<file path="src/rtl/aes_pkg.sv">
package aes_pkg;
  localparam int NUM_RATES       = 7;
  localparam int CODE_W          = 3;
  localparam int CYCLE_HZ        = 8000;
  localparam int TICK_HZ         = 24576000;
  localparam int TICKS_PER_CYCLE = 3072;
  localparam int XFER_DELAY      = 9000;
  localparam int EV_W            = 8;
  localparam int SPC_INT_W       = 6;
  localparam int SPC_NUM_W       = $clog2(CYCLE_HZ);
  localparam int RATE_W          = 18;
  localparam int OFF_W           = $clog2(TICKS_PER_CYCLE);
  localparam int TQ_INT_W        = 14;
  localparam int SYT_W           = 6;
  localparam int CYC_W           = 16 - OFF_W;

  function automatic int rate_hz(input int code);
    case (code)
      0: return 32000;
      1: return 44100;
      2: return 48000;
      3: return 88200;
      4: return 96000;
      5: return 176400;
      default: return 192000;
    endcase
  endfunction

  function automatic int block_len(input int code);
    if (code < 3) return 8;
    else if (code < 5) return 16;
    else return 32;
  endfunction

  typedef struct packed {
    logic [SPC_INT_W-1:0] spc_int;
    logic [SPC_NUM_W-1:0] spc_num;
    logic [SYT_W-1:0]     syt;
    logic [TQ_INT_W-1:0]  tq_int;
    logic [RATE_W-1:0]    tq_num;
    logic [RATE_W-1:0]    rate;
  } rate_cfg_t;
endpackage

</file>
<file path="src/rtl/aes_rate_table.sv">
module aes_rate_table
  import aes_pkg::*;
(
  input  logic [CODE_W-1:0] code,
  output rate_cfg_t         cfg
);
  rate_cfg_t tbl [0:NUM_RATES-1];

  for (genvar g = 0; g < NUM_RATES; g++) begin : g_rate
    localparam int R  = rate_hz(g);
    localparam int S  = block_len(g);
    localparam int TQ = TICK_HZ * S;
    assign tbl[g].spc_int = SPC_INT_W'(R / CYCLE_HZ);
    assign tbl[g].spc_num = SPC_NUM_W'(R % CYCLE_HZ);
    assign tbl[g].syt     = SYT_W'(S);
    assign tbl[g].tq_int  = TQ_INT_W'(TQ / R);
    assign tbl[g].tq_num  = RATE_W'(TQ % R);
    assign tbl[g].rate    = RATE_W'(R);
  end

  always_comb begin
    cfg = '0;
    for (int i = 0; i < NUM_RATES; i++)
      if (int'(code) == i) cfg = tbl[i];
  end
endmodule

</file>
<file path="src/rtl/aes_event_count.sv">
module aes_event_count
  import aes_pkg::*;
(
  input  logic                 clk,
  input  logic                 clear,
  input  logic                 commit,
  input  logic                 blocking,
  input  logic [SPC_INT_W-1:0] spc_int,
  input  logic [SPC_NUM_W-1:0] spc_num,
  input  logic [SYT_W-1:0]     syt,
  output logic [EV_W-1:0]      events
);
  localparam logic [SPC_NUM_W:0] DEN = (SPC_NUM_W+1)'(CYCLE_HZ);

  logic [EV_W-1:0]      left_int_q;
  logic [SPC_NUM_W-1:0] left_num_q;
  logic [SPC_NUM_W:0]   sum_num;
  logic                 wrap;
  logic [SPC_NUM_W-1:0] avail_num;
  logic [EV_W-1:0]      avail_int;
  logic [EV_W-1:0]      blk_len;

  always_comb begin
    sum_num   = {1'b0, left_num_q} + {1'b0, spc_num};
    wrap      = sum_num >= DEN;
    avail_num = wrap ? SPC_NUM_W'(sum_num - DEN) : sum_num[SPC_NUM_W-1:0];
    avail_int = left_int_q + EV_W'(spc_int) + EV_W'(wrap);
    blk_len   = EV_W'(syt);
    if (blocking)
      events = (avail_int >= blk_len) ? blk_len : '0;
    else
      events = avail_int;
  end

  always_ff @(posedge clk) begin
    if (clear) begin
      left_int_q <= '0;
      left_num_q <= '0;
    end else if (commit) begin
      left_int_q <= avail_int - events;
      left_num_q <= avail_num;
    end
  end
endmodule

</file>
<file path="src/rtl/aes_stamp.sv">
module aes_stamp
  import aes_pkg::*;
(
  input  logic                clk,
  input  logic                clear,
  input  logic                commit,
  input  logic [EV_W-1:0]     events,
  input  logic [EV_W-1:0]     dbc,
  input  logic [SYT_W-1:0]    syt,
  input  logic [TQ_INT_W-1:0] tq_int,
  input  logic [RATE_W-1:0]   tq_num,
  input  logic [RATE_W-1:0]   rate,
  output logic [15:0]         stamp
);
  localparam int SUM_W = TQ_INT_W + 1;
  localparam logic [SUM_W-1:0] TPC = SUM_W'(TICKS_PER_CYCLE);
  localparam logic [CYC_W-1:0] CYC_INIT = CYC_W'(XFER_DELAY / TICKS_PER_CYCLE);
  localparam logic [OFF_W-1:0] OFF_INIT = OFF_W'(XFER_DELAY % TICKS_PER_CYCLE);
  localparam int MAX_CARRY = 4;

  logic [CYC_W-1:0]  cyc_q;
  logic [OFF_W-1:0]  off_int_q;
  logic [RATE_W-1:0] off_num_q;

  logic [EV_W-1:0]   blk_len;
  logic [EV_W-1:0]   idx;
  logic              has_stamp;
  logic [RATE_W:0]   sum_num;
  logic              num_carry;
  logic [RATE_W-1:0] nxt_num;
  logic [SUM_W-1:0]  sum_int;
  logic [CYC_W-1:0]  cyc_add;

  always_comb begin
    blk_len   = EV_W'(syt);
    idx       = (blk_len - dbc) & (blk_len - EV_W'(1));
    has_stamp = idx < events;
    stamp     = has_stamp ? {cyc_q, off_int_q} : 16'hFFFF;
  end

  always_comb begin
    sum_num   = {1'b0, off_num_q} + {1'b0, tq_num};
    num_carry = sum_num >= {1'b0, rate};
    nxt_num   = num_carry ? RATE_W'(sum_num - {1'b0, rate}) : sum_num[RATE_W-1:0];
    sum_int   = SUM_W'(off_int_q) + SUM_W'(tq_int) + SUM_W'(num_carry);
    cyc_add   = '0;
    for (int i = 0; i < MAX_CARRY; i++) begin
      if (sum_int >= TPC) begin
        sum_int = sum_int - TPC;
        cyc_add = cyc_add + CYC_W'(1);
      end
    end
  end

  always_ff @(posedge clk) begin
    if (clear) begin
      cyc_q     <= CYC_INIT;
      off_int_q <= OFF_INIT;
      off_num_q <= '0;
    end else if (commit && has_stamp) begin
      cyc_q     <= cyc_q + cyc_add;
      off_int_q <= OFF_W'(sum_int);
      off_num_q <= nxt_num;
    end
  end
endmodule

</file>
<file path="src/rtl/audio_evt_sched.sv">
module audio_evt_sched
  import aes_pkg::*;
(
  input  logic              clk,
  input  logic              rst,
  input  logic              cfg_load,
  input  logic [CODE_W-1:0] cfg_rate,
  input  logic              cfg_blocking,
  input  logic              cyc_tick,
  input  logic [EV_W-1:0]   fill_events,
  output logic              out_valid,
  input  logic              out_ready,
  output logic [EV_W-1:0]   out_events,
  output logic [15:0]       out_stamp,
  output logic [EV_W-1:0]   out_dbc,
  output logic              cfg_active,
  output logic              cfg_error
);
  logic              active_q, err_q, blk_q;
  logic [CODE_W-1:0] code_q;
  logic [EV_W-1:0]   dbc_q;
  rate_cfg_t         rcfg;
  logic [SYT_W-1:0]  syt_q;
  logic [EV_W-1:0]   events;
  logic [15:0]       stamp;
  logic              stall, fire, clear;

  aes_rate_table u_table (
    .code (code_q),
    .cfg  (rcfg)
  );

  assign syt_q = rcfg.syt;
  assign clear = rst | cfg_load;
  assign stall = out_valid & ~out_ready;
  assign fire  = cyc_tick & active_q & ~cfg_load & ~stall & (fill_events >= events);

  aes_event_count u_count (
    .clk      (clk),
    .clear    (clear),
    .commit   (fire),
    .blocking (blk_q),
    .spc_int  (rcfg.spc_int),
    .spc_num  (rcfg.spc_num),
    .syt      (rcfg.syt),
    .events   (events)
  );

  aes_stamp u_stamp (
    .clk    (clk),
    .clear  (clear),
    .commit (fire),
    .events (events),
    .dbc    (dbc_q),
    .syt    (rcfg.syt),
    .tq_int (rcfg.tq_int),
    .tq_num (rcfg.tq_num),
    .rate   (rcfg.rate),
    .stamp  (stamp)
  );

  always_ff @(posedge clk) begin
    if (rst) begin
      active_q   <= 1'b0;
      err_q      <= 1'b0;
      blk_q      <= 1'b0;
      code_q     <= '0;
      dbc_q      <= '0;
      out_valid  <= 1'b0;
      out_events <= '0;
      out_stamp  <= '0;
      out_dbc    <= '0;
    end else if (cfg_load) begin
      active_q  <= int'(cfg_rate) < NUM_RATES;
      err_q     <= int'(cfg_rate) >= NUM_RATES;
      blk_q     <= cfg_blocking;
      code_q    <= cfg_rate;
      dbc_q     <= '0;
      out_valid <= 1'b0;
    end else if (fire) begin
      out_valid  <= 1'b1;
      out_events <= events;
      out_stamp  <= stamp;
      out_dbc    <= dbc_q;
      dbc_q      <= dbc_q + events;
    end else if (out_ready) begin
      out_valid <= 1'b0;
    end
  end

  assign cfg_active = active_q;
  assign cfg_error  = err_q;
endmodule

</file>
<file path="config.mk">
export PLATFORM = sky130hd
export DESIGN_NAME = audio_evt_sched
export DESIGN_NICKNAME = d
export VERILOG_FILES = /design/src/rtl/aes_pkg.sv /design/src/rtl/aes_rate_table.sv /design/src/rtl/aes_event_count.sv /design/src/rtl/aes_stamp.sv /design/src/rtl/audio_evt_sched.sv
export SDC_FILE = /design/constraint.sdc
export NUM_CORES = 1
export LEC_CHECK = 0
export BUFFER_PORTS_ARGS = -buffer_cell sky130_fd_sc_hd__buf_2
export CORE_MARGIN = 2
export CORE_UTILIZATION = 46
export CTS_CLUSTER_DIAMETER = 150
export DETAILED_ROUTE_END_ITERATION = 12
export GPL_TIMING_DRIVEN = 0
export SYNTH_ARGS = -nofsm -noshare
export SYNTH_HDL_FRONTEND = slang
export SYNTH_SLANG_ARGS = --single-unit
export TNS_END_PERCENT = 10
</file>
<file path="constraint.sdc">
create_clock -name clk -period 12.7 [get_ports clk]
set_clock_uncertainty 0.2 [all_clocks]
set_input_delay 0 -clock clk [delete_from_list [all_inputs] [get_ports clk]]
set_output_delay 0 -clock clk [all_outputs]
set_load 0.05 [all_outputs]
</file>
; ---- Yosys cells after proc, flatten, opt, wreduce, memory -nomap -nowiden
; Index checks and enable logic that the tools add are counted.
[word_totals]
wordCells = 88
out_inout_bits = 35
in_bits = 17
regBits = 102
[classes]
order_cmp = 11
reduce_logical = 5
eq_ne = 6
n_addsub = 20
bitwise_logic = 10
muxes = 22
[ops]
columns = operator, count
row1 = two-way mux 72 bit, 3
row2 = two-way mux 74 bit, 2
row3 = two-way mux 73 bit, 2
row4 = >= comparator 15 x 12 -> 1 bit (second input constant), 4
row5 = two-way mux 15 bit, 3
row6 = subtractor 15 x 12 -> 15 bit (second input constant), 3
row7 = adder 18 x 18 -> 19 bit, 1
row8 = >= comparator 19 x 18 -> 1 bit, 1
row9 = two-way mux 18 bit, 1
row10 = subtractor 18 bit, 1
row11 = two-way mux 16 bit, 1
row12 = adder 12 x 14 -> 15 bit, 1
row13 = adder 15 x 1 -> 15 bit, 1
row14 = adder 13 x 13 -> 14 bit, 1
row15 = >= comparator 14 x 13 -> 1 bit (second input constant), 1
row16 = two-way mux 13 bit, 1
row17 = subtractor 13 bit (second input constant), 1
row18 = equality test 3 bit (second input constant), 4
row19 = two-way mux 12 bit, 1
row20 = two-way mux 4 bit, 3
row21 = subtractor 12 bit (second input constant), 1
row22 = adder 4 x 1 -> 4 bit (second input constant), 2
row23 = adder 8 x 1 -> 8 bit, 1
row24 = adder 8 x 5 -> 8 bit, 1
row25 = other kinds (24), 33

; ---- Logic depth before layout (Yosys ltp)
; Gate-level depths: netlist of the first run.
[logic_depth]
word_depth = 20
ltp_mapped = 59
depth_no_buf = 55

; ---- Modules after synthesis
; A second synthesis of the first run with hierarchy kept.
[hier_totals]
hier_cells = 1352
area_unflattened_um2 = 10463.8
[by_module_without_submodules]
columns = module, area_per_inst_um2, cells_each, n_inst, seq_area_each_um2
row1 = aes_stamp, 5117.4, 684, 1, 680.7
row2 = aes_event_count, 2394.8, 299, 1, 420.4
row3 = audio_evt_sched, 2269.7, 268, 1, 940.9
row4 = aes_rate_table, 681.9, 101, 1, 0.0

; ---- Worst setup path after synthesis of the first run
; Ideal clock, no wire load.
[synth_path]
path_kind = register to register
from = register code_q[0]
to = register u_stamp.cyc_q[3]
arrival_time_ps = 11383
path_slack_ps = 1047
period_less_slack_ps = 11653
path_stages_with_launch = 57
n_path_buf = 4
t_required_ps = 12430
cell_sequence = dfxtp_1 buf_2 inv_1 or3_1 inv_1 clkbuf_1 nand2_1 fa_1 nor2b_1 o21ai_0 a21boi_0 o21ai_0 a21boi_0 o21ai_0 a21boi_0 o21ai_0 nand2b_1 xnor2_1 [... 21 more ...] nand2_1 nor4b_4 xnor2_1 inv_1 ha_1 a2bb2oi_1 o21ai_0 a32oi_1 inv_1 ha_1 a22o_1 nor2_2 mux2_2 ha_1 a21o_1 a21oi_1 or3_1 a21oi_1
[synth_between]
elab_chain_cells = 19
[synth_lines]
columns = item, line_no
row1 = from (decl), audio_evt_sched.sv:20  ; logic [CODE_W-1:0] code_q;
row2 = from (signal assigned), audio_evt_sched.sv:77  ; code_q <= cfg_rate;
row3 = equality test 3 x 2 -> 1 bit or zero test 3 bit (tied branches), aes_rate_table.sv:24  ; if (int'(code) == i) cfg = tbl[i];
row4 = two-way mux 72 bit (2 in a row), aes_rate_table.sv:24
row5 = two-way mux 73 bit or two-way mux 72 bit (tied branches), aes_rate_table.sv:24
row6 = two-way mux 73 bit, aes_rate_table.sv:24
row7 = two-way mux 74 bit or two-way mux 73 bit (tied branches), aes_rate_table.sv:24
row8 = two-way mux 74 bit (*), aes_rate_table.sv:24
row9 = adder 18 x 18 -> 19 bit or two-way mux 74 bit (tied branches), "aes_stamp.sv:42, aes_rate_table.sv:24"
row10 = >= comparator 19 x 18 -> 1 bit or adder 12 x 14 -> 15 bit (tied branches), "aes_stamp.sv:43, aes_stamp.sv:45"
row11 = [... 2 more ...], -
row12 = two-way mux 15 bit or two-way mux 1 bit (tied branches), aes_stamp.sv:48  ; if (sum_int >= TPC) begin
row13 = "subtractor 15 x 12 -> 15 bit, or another cell as far along", aes_stamp.sv:49  ; sum_int = sum_int - TPC;
row14 = two-way mux 15 bit or two-way mux 4 bit (tied branches), aes_stamp.sv:48
row15 = "subtractor 15 x 12 -> 15 bit, or another cell as far along", aes_stamp.sv:49
row16 = two-way mux 15 bit or two-way mux 4 bit (tied branches), aes_stamp.sv:48
row17 = >= comparator 15 x 12 -> 1 bit or adder 4 x 1 -> 4 bit (tied branches), "aes_stamp.sv:48, aes_stamp.sv:50"
row18 = two-way mux 4 bit, aes_stamp.sv:48
row19 = adder 4 bit, aes_stamp.sv:61  ; cyc_q <= cyc_q + cyc_add;
row20 = to (signal assigned), aes_stamp.sv:61
row21 = to (decl), aes_stamp.sv:21  ; logic [CYC_W-1:0] cyc_q;
; Every way passes the cells marked *; elsewhere a longest branch is shown, timed or not.
; A chain may end at the register's enable or synchronous reset.

; ---- Final worst setup path of the first run
; Same ends and word-level chain as after synthesis.

==> key figures, run 1 <==
Outcome
  • Outcome: finished, final reports clean

Synthesis
  • EDFF count, synth: 0
  • Synth top area share: 0.238
  • Biggest area contributors in the synthesized netlist: sky130_fd_sc_hd__dfxtp_1 (24%), sky130_fd_sc_hd__ha_1 (14%), sky130_fd_sc_hd__a21oi_1 (6.1%), sky130_fd_sc_hd__xnor2_1 (6.0%), sky130_fd_sc_hd__nand2_1 (5.3%)
  • Synth warn: 0
  • Leading register cell type out of synthesis: sky130_fd_sc_hd__dfxtp_1
  • Synth Cell Area: about 8200 um2
  • Net count after synthesis: 1155
  • Share of synthesized area occupied by flip-flops and latches: 0.238
  • Async set-or-reset flop fraction in the synthesized netlist: 0
  • Cells after synthesis: 1041
  • Yosys top cell by area: sky130_fd_sc_hd__dfxtp_1
  • Post-synth cell types: 82
  • Flip-flop and latch count after synthesis: between 90 and 100
  • Mean area per synthesized cell: 7.91 um2

Place
  • Final RePlAce weighted congestion: a little under 0.9
  • Count of port buffers added during placement: 50
  • Total half-perimeter wirelength after legalization and detailed placement: approximately 18000 um

Worst hold path
  • HP Class: in2reg

Clock tree
  • CTS H-Tree Depth: 3
  • Maximum clock path buffer count: 2
  • Number of clock sinks: between 90 and 100
  • Clock tree root driver cell: sky130_fd_sc_hd__clkbuf_16
  • CTS tree: built
  • Clock-pin slew reported for the worst setup and hold paths after clock tree synthesis: 0.07 ns
  • Clock latency of the later-clocked register in the worst-skew pair: 0.37 ns
  • Total clock buffers created by CTS: 9

Routing
  • Detailed Route Iter0 Violations: 440
  • Antenna viol nets, final: 0
  • Via/cell ratio: 5.65
  • Total number of vias: 7596
  • Post-DR wirelength/cell: around 18 um
  • DRT Pass-1 Iters: 4
  • Count of unresolved DRC violations after routing: 0
  • Total wire length after detailed routing: 23700 um

Floorplan
  • Chip Width: 138 um
  • Total Die Area: between 15000 and 20000 um2
  • Height of the die: 138 um
  • Floorplan Core Area: 17400 um2
  • Row cnt: 48
  • Effective utilization at floorplan: 0.473
  • Ports placed on the boundary: 52

Timing
  • Final-report setup violation count: 0
  • Worst rel slew slack: 0.330
  • Highest achievable clock rate: between 0.08 and 0.09 GHz
  • Tmin final: 11.83 ns
  • Setup TNS Final: 0 ns
  • Number of slew-limit violations in the final report: 0
  • RSZ-0062 raised after global routing: no
  • Worst hold slack: 0.0873 ns
  • Final period util: 0.932
  • Number of endpoints with negative hold slack in the final report: 0
  • Least-Margin Pin Slew: approximately 1 ns

Pwr
  • Leakage power of the design: 4.03 nW
  • Power density over the cells: 99.2 nW/um2
  • Peak supply drop: 0.0000728 V

Finish
  • Area occupied by multi-input gates: between 5000 and 6000 um2
  • Fin nets: 1229
  • Syn-to-layout area delta: 12.9%
  • Register area: 1960 um2
  • Number of fillers in the final layout: 1733
  • Share of cells above drive strength 1: 0.135
  • Count of inserted antenna diode cells: 0

Setup path
  • Endpoint class of the critical path: flip-flop
  • Crit-path slowest cell: sky130_fd_sc_hd__or4b_4
  • Data arrival, critical path: 11.93 ns
  • Start-to-end type of the worst setup path: reg2reg
  • Worst-path maximum fanout: 10
  • Startpoint type of the worst setup path: flip-flop
  • CP max stage delay: between 0.5 and 0.6 ns
  • Required time at the worst-slack endpoint: about 13 ns

GRT
  • Via count of the first global-routing pass: 7128
  • Remaining Overflow, GRT: 0
  • Global-route wire length before repair: around 38000 um
  • Total global routing track utilization: 0.259
  • Maximum number of pins on one net before global-route repair: 17
  • Number of antenna violations at the first check in global routing: 0

Run
  • Number of maximum-capacitance constraint violations: 0
## through the flow
stage	std cells	worst slack, ns	util	total power, mW	area, um2
after floorplan	1041	1.05	-	0.555	8230
after global placement	1316	-1.18	0.503	0.621	8770
after detailed placement	1316	-1.22	0.503	0.625	8770
after CTS	1339	0.00594	0.527	0.915	9180
after global routing	1345	0.0185	0.534	0.972	9290
final	1345	0.867	0.534	0.922	9290
## cell type report
cell class	count	share of cell area
buffer	50	0.0271
inverter	66	0.0271
timing repair buffer	63	0.0390
clock inverter	5	0.00404
sequential	98	0.211
multi-input combinational	827	0.634
clock buffer	11	0.0272
tap	225	0.0303
## state kept, by name, summed over array words and instances (netlist names), 3 cells and up
register and count:
u_count.left_int_q 8, code_q 3, dbc_q 8, out_dbc 8
out_events 8, u_stamp.off_int_q 12, u_stamp.off_num_q 16, out_stamp 16
u_count.left_num_q 11, u_stamp.cyc_q 4
## critical path, delay by kind of cell, from the launching register on
kind / cells / cell delay, ns
compound gates: 20 / 3.38
xor+xnor: 3 / 0.55
fa+ha+maj: 9 / 2.48
buf+inv: 10 / 1.40
flops: 1 / 0.31
mux: 2 / 0.71
simple gates: 13 / 2.70
## routing by layer
layer / wire (um) / GRT usage / part of all wire
met5: 0 / 0 / 0
met4: 403 / 0.0624 / 0.017
met3: 863 / 0.0412 / 0.036
met2: 11000 / 0.431 / 0.46
met1: 11500 / 0.350 / 0.48
## power breakdown
| group | total, mW | switching, mW | internal (mW) |
|---|---|---|---|
| combinational | 0.325 | 0.188 | 0.137 |
| sequential | 0.316 | 0.00343 | 0.312 |
| clock | 0.282 | 0.137 | 0.145 |
## layout by cell type, fill, tap and decap left out, types with 7 or more instances in the layout
cell type / n
sky130_fd_sc_hd__nand2_1: 115
sky130_fd_sc_hd__dfxtp_1: 98
sky130_fd_sc_hd__a21oi_1: 97
sky130_fd_sc_hd__ha_1: 86
sky130_fd_sc_hd__nor2_1: 78
sky130_fd_sc_hd__inv_1: 64
sky130_fd_sc_hd__o21ai_0: 60
sky130_fd_sc_hd__xnor2_1: 55
sky130_fd_sc_hd__buf_2: 53
sky130_fd_sc_hd__clkbuf_1: 37
sky130_fd_sc_hd__xor2_1: 24
sky130_fd_sc_hd__a21o_1: 23
sky130_fd_sc_hd__a211oi_1: 20
sky130_fd_sc_hd__nor3_1: 20
sky130_fd_sc_hd__nor2b_1: 16
sky130_fd_sc_hd__mux2i_1: 16
sky130_fd_sc_hd__nand3_1: 15
sky130_fd_sc_hd__o221a_2: 14
sky130_fd_sc_hd__nand2b_1: 13
sky130_fd_sc_hd__a31oi_1: 13
sky130_fd_sc_hd__or3_1: 11
sky130_fd_sc_hd__buf_4: 9
sky130_fd_sc_hd__clkbuf_16: 9
sky130_fd_sc_hd__and2_1: 8
sky130_fd_sc_hd__fa_1: 8
sky130_fd_sc_hd__a21oi_2: 7
sky130_fd_sc_hd__nand4_1: 7
## cells in the mapped netlist (3+ instances only)
cell type,number
sky130_fd_sc_hd__or3_1,12
sky130_fd_sc_hd__nand3_1,15
sky130_fd_sc_hd__buf_6,4
sky130_fd_sc_hd__and2_1,8
sky130_fd_sc_hd__nand2b_1,14
sky130_fd_sc_hd__and3_1,4
sky130_fd_sc_hd__a31oi_1,13
sky130_fd_sc_hd__nor4_1,3
sky130_fd_sc_hd__o21ai_1,4
sky130_fd_sc_hd__dfxtp_1,98
sky130_fd_sc_hd__inv_1,66
sky130_fd_sc_hd__mux2i_1,16
sky130_fd_sc_hd__buf_2,5
sky130_fd_sc_hd__xnor2_1,56
sky130_fd_sc_hd__a2111oi_0,3
sky130_fd_sc_hd__nor3_1,20
sky130_fd_sc_hd__a211oi_1,21
sky130_fd_sc_hd__a21oi_1,101
sky130_fd_sc_hd__clkbuf_1,39
sky130_fd_sc_hd__o31ai_1,4
sky130_fd_sc_hd__nor2_1,78
sky130_fd_sc_hd__nand4_1,7
sky130_fd_sc_hd__o221a_2,14
sky130_fd_sc_hd__maj3_1,3
sky130_fd_sc_hd__or2_2,3
sky130_fd_sc_hd__a21boi_0,6
sky130_fd_sc_hd__o21a_1,3
sky130_fd_sc_hd__nor3b_1,3
sky130_fd_sc_hd__a21o_1,23
sky130_fd_sc_hd__ha_1,89
sky130_fd_sc_hd__nand2_1,116
sky130_fd_sc_hd__o21bai_1,6
sky130_fd_sc_hd__a21oi_2,4
sky130_fd_sc_hd__xor2_1,24
sky130_fd_sc_hd__o211ai_1,6
sky130_fd_sc_hd__fa_1,8
sky130_fd_sc_hd__nor4b_1,3
sky130_fd_sc_hd__a31o_2,5
sky130_fd_sc_hd__nor2b_1,16
sky130_fd_sc_hd__a311o_1,3
sky130_fd_sc_hd__o21ai_0,63
## cell families (layout without fill, tap and decap cells)
group / after synthesis / after routing / synth area share
AND/OR/NAND/NOR: 320 / 320 / 0.191
AO/OA/AOI/OAI: 307 / 307 / 0.245
flip-flops: 98 / 98 / 0.238
buffers and inverters: 116 / 195 / 0.0582
XOR/XNOR: 80 / 80 / 0.0851
adder cells (fa/ha/maj): 100 / 100 / 0.158
other: 1 / 1 / 0.000455
multiplexers: 19 / 19 / 0.0239
## path summary, 6_finish.rpt
path / slack (ns) / start / endpoint / depth (start not counted)
max: 0.87 / code_q[0] / u_stamp.cyc_q[3] / 57
min: 0.09 / cfg_load / code_q[1] / 3
max reg2reg: 0.87 / code_q[0] / u_stamp.cyc_q[3] / 57
min reg2reg: 0.26 / out_dbc[0] / out_dbc[0] / 2
## repair_timing
item	4_1_cts	5_1_grt
gates resized for setup	15	22
pin swaps	0	4
setup endpoints to repair	6	6
setup buffers	1	6
endpoints found under the hold margin	19	0
hold buffers	6	0
No activity file was read; power rests on OpenSTA's default activity.
==> inputs of run 2 (changes only) <==
clock period = 13.9 ns   (was 12.7 ns; I/O delays follow)
==> run 2 against run 1 <==
Compared with the run above: count of clock-buffer cells in the layout stayed put; sequential share of layout area up 0.18 points; fmax is 7.8% lower; largest cell class unchanged; largest power group is now registers; highest routed layer unchanged.
==> key figures, run 2 (synthesis results as in run 1) <==
Floorplan
  • Total Die Area: 19000 um2 (unchanged)
  • Ports placed on the boundary: 52 (unchanged)
  • Row cnt: 48 (unchanged)
  • Height of the die: 138 um (unchanged)
  • Floorplan Core Area: 17400 um2 (unchanged)
  • Effective utilization at floorplan: 0.473 (unchanged)
  • Chip Width: 138 um (unchanged)

Clock tree
  • CTS H-Tree Depth: 3 (unchanged)
  • Total clock buffers created by CTS: 9 (unchanged)
  • Clock tree root driver cell: sky130_fd_sc_hd__clkbuf_16
  • Clock-pin slew reported for the worst setup and hold paths after clock tree synthesis: 0.07 ns (about the same)
  • Number of clock sinks: 98 (unchanged)
  • Clock latency of the later-clocked register in the worst-skew pair: 0.37 ns (about the same)
  • Maximum clock path buffer count: 2 (unchanged)
  • CTS tree: built

Worst hold path
  • HP Class: in2reg
  • Hold-critical path depth: 3 (unchanged)

Routing
  • Antenna viol nets, final: 0 (unchanged)
  • Detailed Route Iter0 Violations: 411 (-6.6%)
  • Total wire length after detailed routing: 23600 um (-0.68%)
  • Count of unresolved DRC violations after routing: 0 (unchanged)
  • DRT Pass-1 Iters: 5 (+1)
  • Total number of vias: 7625 (+0.38%)
  • Via/cell ratio: 5.67 (+0.46%)
  • Post-DR wirelength/cell: 17.5 um (-0.60%)

Timing
  • Final period util: 0.923 (-0.00890)
  • Number of endpoints with negative hold slack in the final report: 0 (unchanged)
  • Setup TNS Final: 0 ns (unchanged)
  • Worst rel slew slack: 0.188 (-0.142)
  • Least-Margin Pin Slew: 1.22 ns (+0.221 ns)
  • Worst hold slack: 0.0837 ns (-0.00363 ns)
  • Final-report setup violation count: 0 (unchanged)
  • Highest achievable clock rate: 0.0780 GHz (-7.8%)
  • Number of slew-limit violations in the final report: 0 (unchanged)
  • Tmin final: 12.83 ns (+0.994 ns)

Pwr
  • Power density over the cells: 90.3 nW/um2 (-8.9%)
  • Leakage power of the design: 4.02 nW (-0.35%)
  • Peak supply drop: 0.0000663 V (-8.9%)
  • Sum of internal, switching and leakage power: 0.833 mW (-9.7%)

GRT
  • Global-route wire length before repair: 37400 um (-0.46%)
  • Total global routing track utilization: 0.257 (-0.00118)
  • Via count of the first global-routing pass: 7109 (-0.27%)
  • Number of antenna violations at the first check in global routing: 0 (unchanged)
  • Maximum number of pins on one net before global-route repair: 17 (unchanged)
  • Remaining Overflow, GRT: 0 (unchanged)

Outcome
  • Outcome: finished, final reports clean

Finish
  • Count of inserted antenna diode cells: 0 (unchanged)
  • Fin nets: 1228 (-0.081%)
  • Most frequent standard cell in the layout excluding fill and tap cells: sky130_fd_sc_hd__nand2_1
  • Number of fillers in the final layout: 1735 (+0.12%)
  • Commonest non-fill, non-tap cells in the layout: sky130_fd_sc_hd__nand2_1 (116), sky130_fd_sc_hd__a21oi_1 (100), sky130_fd_sc_hd__dfxtp_1 (98), sky130_fd_sc_hd__ha_1 (89), sky130_fd_sc_hd__nor2_1 (78)
  • Syn-to-layout area delta: 11.9%
  • Top Registers: out_stamp (16), u_stamp.off_num_q (16), u_stamp.off_int_q (12)
  • Post-layout util: 0.529 (-0.00445)
  • Fin area: 9220 um2 (-0.83%)
  • Share of cells above drive strength 1: 0.122 (-0.0133)

Place
  • Count of port buffers added during placement: 50 (unchanged)
  • Final RePlAce weighted congestion: 0.877 (unchanged)
  • Placement-stage cell area: 8770 um2 (unchanged)
  • Total half-perimeter wirelength after legalization and detailed placement: 18200 um (unchanged)

Setup path
  • Startpoint type of the worst setup path: flip-flop
  • Worst setup slack for register-to-register paths: 1.07 ns (+0.21 ns)
  • Required time at the worst-slack endpoint: 13.92 ns (+1.13 ns)
  • Cells on worst reg2reg path: 56 (-1.8%)
  • Start-to-end type of the worst setup path: reg2reg
  • CP max stage delay: 0.53 ns (about the same)
  • Crit-path slowest cell: sky130_fd_sc_hd__or4b_4
  • Worst Path Buf+Inv: 9 (-1)
  • Cell count along the critical path: 56 (-1.8%)
  • Endpoint class of the critical path: flip-flop
  • Kind of cell with the highest combined delay on the critical path: compound AO/OA/AOI/OAI gates
  • Data arrival, critical path: 12.85 ns (+0.92 ns)
  • Critical path's most frequent cell: sky130_fd_sc_hd__ha_1
  • Worst-path maximum fanout: 10 (unchanged)

Run
  • Number of maximum-capacitance constraint violations: 0 (unchanged)
-- run 2: final cells by class --
type	instances	area, um2	share of cell area
Buffer	49	231	0.0251
Inverter	66	251	0.0273
Clock inverter	5	37.5	0.00407
Multi-Input combinational cell	827	5840	0.633
Clock buffer	11	253	0.0274
Timing Repair Buffer	63	363	0.0394
Sequential cell	98	1960	0.213
Tap cell	225	282	0.0305
-- run 2: report_power, final --
group / total (mW) / switching [mW] / internal, mW
clock: 0.257 / 0.125 / 0.132
sequential: 0.288 / 0.00310 / 0.285
combinational: 0.287 / 0.168 / 0.119
total: 0.833 / 0.296 / 0.537
-- run 2: worst min-delay path, delay by kind of cell --
kind	cells	cell delay [ns]
buf+inv	1	0.33
mux	1	0.21
simple gates	1	0.07
-- run 2: path summary, 6_finish.rpt --
check | endpoint | startpoint
worst min-delay path | blk_q | cfg_load
worst max-delay path | u_stamp.cyc_q[3] | code_q[0]
worst max register to register | u_stamp.cyc_q[3] | code_q[0]
worst min register to register | out_dbc[0] | out_dbc[0]
-- run 2: per-layer routing --
metal | part of all wire | vias up | track usage
met5 | 0 | - | 0
met4 | 0.020 | 0 | 0.0624
met3 | 0.039 | 38 | 0.0412
met2 | 0.46 | 180 | 0.429
met1 | 0.48 | 3553 | 0.348
li1 | - | 3854 | -
-- run 2: per-stage QoR --
stage                     setup WS, ns  std cells
after CTS                        0.212       1337
after floorplan                   2.25       1041
final                             1.07       1344
after global placement          0.0237       1316
after global routing          -0.00774       1344
after detailed placement       -0.0154       1316
-- run 2: timing repair --
action,in CTS,in global routing
gates resized for setup,0,13
hold buffers,6,0
hold endpoints to repair,19,0
pin swaps,0,1
setup buffers,0,7
setup endpoints to repair,1,6
==> inputs of run 3 (changes only) <==
CORE_MARGIN = default   (was 2)
==> run 3 against run 2 <==
Compared with the run above: cell count unchanged; fmax shrank 1.6%; core utilization down 0.29 points; combinational power fell by 2%; count of clock-buffer cells in the layout unchanged; clock power fell by 5%; sequential share of layout area rose by 0.12 points; power decreased by 2.1%; global-route usage up 0.68 points; non-clock buffer count rose by 1; final area is 0.56% lower; largest power group unchanged; highest routed layer unchanged.
==> key figures, run 3 (synthesis results as in run 1) <==
Clock tree
  • Clock tree root driver cell: sky130_fd_sc_hd__clkbuf_16
  • CTS tree: built
  • Number of clock sinks: 98 (unchanged)
  • Total clock buffers created by CTS: 9 (unchanged)
  • CTS H-Tree Depth: 3 (unchanged)
  • Clock-pin slew reported for the worst setup and hold paths after clock tree synthesis: 0.07 ns (about the same)
  • Maximum clock path buffer count: 2 (unchanged)
  • Clock latency of the later-clocked register in the worst-skew pair: 0.36 ns (about the same)

Timing
  • Final period util: 0.938 (+0.0151)
  • Final-report setup violation count: 0 (unchanged)
  • Number of endpoints with negative hold slack in the final report: 0 (unchanged)
  • Slack of the critical path: 0.863 ns (-0.209 ns)
  • Worst rel slew slack: 0.215 (+0.0272)
  • Highest achievable clock rate: 0.0767 GHz (-1.6%)
  • Number of slew-limit violations in the final report: 0 (unchanged)
  • Tmin final: 13.04 ns (+0.209 ns)
  • Worst hold slack: 0.0741 ns (-0.00957 ns)
  • Setup TNS Final: 0 ns (unchanged)
  • Least-Margin Pin Slew: 1.18 ns (-0.0408 ns)

Setup path
  • Required time at the worst-slack endpoint: 13.92 ns (about the same)
  • Critical path's most frequent cell: sky130_fd_sc_hd__ha_1
  • Kind of cell with the highest combined delay on the critical path: compound AO/OA/AOI/OAI gates
  • Worst Path Buf+Inv: 9 (unchanged)
  • Endpoint class of the critical path: flip-flop
  • Startpoint type of the worst setup path: flip-flop
  • Data arrival, critical path: 13.06 ns (+0.21 ns)
  • CP max stage delay: 0.53 ns (about the same)
  • Source of the worst register-to-register timing path: code_q[0]
  • Worst-path maximum fanout: 10 (unchanged)
  • Start-to-end type of the worst setup path: reg2reg
  • Crit-path slowest cell: sky130_fd_sc_hd__or4b_4
  • Worst setup startpoint: code_q[0]

Finish
  • Register area: 1960 um2 (unchanged)
  • Top Registers: out_stamp (16), u_stamp.off_num_q (16), u_stamp.off_int_q (12)
  • Syn-to-layout area delta: 11.3%
  • Count of inserted antenna diode cells: 0 (unchanged)
  • Commonest non-fill, non-tap cells in the layout: sky130_fd_sc_hd__nand2_1 (116), sky130_fd_sc_hd__a21oi_1 (100), sky130_fd_sc_hd__dfxtp_1 (98), sky130_fd_sc_hd__ha_1 (89), sky130_fd_sc_hd__nor2_1 (78)
  • Area occupied by multi-input gates: 5810 um2 (-0.51%)
  • Most frequent standard cell in the layout excluding fill and tap cells: sky130_fd_sc_hd__nand2_1
  • Fin nets: 1229 (+0.081%)
  • Share of cells above drive strength 1: 0.118 (-0.00357)
  • Number of fillers in the final layout: 1721 (-0.81%)

GRT
  • Remaining Overflow, GRT: 0 (unchanged)
  • Via count of the first global-routing pass: 6990 (-1.7%)
  • Total global routing track utilization: 0.264 (+0.00685)
  • Global-route wire length before repair: 37300 um (-0.29%)
  • Number of antenna violations at the first check in global routing: 0 (unchanged)
  • Maximum number of pins on one net before global-route repair: 16 (-1)

Floorplan
  • Height of the die: 136 um (-1.5%)
  • Total Die Area: 18400 um2 (-2.9%)
  • Row cnt: 48 (unchanged)
  • Chip Width: 136 um (-1.5%)
  • Floorplan Core Area: 17400 um2 (unchanged)
  • Effective utilization at floorplan: 0.473 (unchanged)
  • Ports placed on the boundary: 52 (unchanged)

Place
  • Setup Slack @ Placement: -0.0684 ns (-0.0530 ns)
  • Count of port buffers added during placement: 50 (unchanged)
  • Final RePlAce weighted congestion: 0.892 (+1.7%)
  • Total half-perimeter wirelength after legalization and detailed placement: 17900 um (-1.4%)

Run
  • Number of maximum-capacitance constraint violations: 0 (unchanged)

Routing
  • Count of unresolved DRC violations after routing: 0 (unchanged)
  • DRT Pass-1 Iters: 5 (unchanged)
  • Detailed Route Iter0 Violations: 487 (+18%)
  • Post-DR wirelength/cell: 17.5 um (-0.44%)
  • Antenna viol nets, final: 0 (unchanged)
  • Via/cell ratio: 5.60 (-1.3%)
  • Total wire length after detailed routing: 23500 um (-0.44%)
  • Total number of vias: 7528 (-1.3%)

Worst hold path
  • Startpoint of the most critical hold path: cfg_load
  • HP Class: in2reg

Pwr
  • Power density over the cells: 88.9 nW/um2 (-1.6%)
  • Leakage power of the design: 3.99 nW (-0.67%)
  • Sum of internal, switching and leakage power: 0.815 mW (-2.1%)
  • Peak supply drop: 0.0000637 V (-3.9%)

Outcome
  • Outcome: finished, final reports clean
==> run 3: cell type report <==
type	count	share of cell area
Multi-Input combinational cell	827	0.634
Tap cell	225	0.0307
Timing Repair Buffer	64	0.0404
Inverter	66	0.0274
Clock buffer	11	0.0254
Sequential cell	98	0.214
Buffer	49	0.0253
Clock inverter	4	0.00314
==> run 3: final timing paths <==
kind                      endpoint  slack [ns]  cells after the start
setup / recovery  u_stamp.cyc_q[3]        0.86                     56
hold / removal           code_q[1]        0.07                      3
setup reg to reg  u_stamp.cyc_q[3]        0.86                     56
hold reg to reg         out_dbc[0]        0.25                      2
==> run 3: power breakdown <==
part           switching, mW  total, mW  internal, mW  leakage [nW]
Clock                  0.123      0.244         0.121         0.122
Sequential           0.00297      0.288         0.285         0.792
Combinational          0.165      0.282         0.118          3.08
==> run 3: layer usage <==
layer | wire length [um] | up-vias | global-route usage
met2 | 10500 | 170 | 0.423
met3 | 881 | 36 | 0.0352
met5 | 0 | - | 0
met1 | 11400 | 3464 | 0.361
met4 | 684 | 0 | 0.0930
li1 | - | 3858 | -
==> run 3: through the flow <==
step	util	cell area [um2]	std cells
after global routing	0.526	9170	1344
after CTS	0.522	9080	1336
after detailed placement	0.503	8770	1316
after global placement	0.503	8770	1316
final	0.526	9170	1344
after floorplan	-	8230	1041
==> run 3: timing repair <==
item / 4_1_cts / 5_1_grt
hold buffers: 6 / 0
cloned: 0 / 0
setup buffers: 0 / 8
hold endpoints to repair: 19 / 0
gates resized for setup: 0 / 10
setup endpoints to repair: 1 / 6
==> run 3: worst reg2reg max path: cells and delay by family, from the launching register on <==
| kind | cells | cell delay, ns |
|---|---|---|
| XOR/XNOR | 3 | 0.61 |
| AO/OA/AOI/OAI | 20 | 4.04 |
| adder cells (fa/ha/maj) | 9 | 2.44 |
| AND/OR/NAND/NOR | 13 | 3.20 |
| multiplexers | 2 | 0.73 |
| buffers and inverters | 9 | 1.39 |
| flip-flops | 1 | 0.30 |
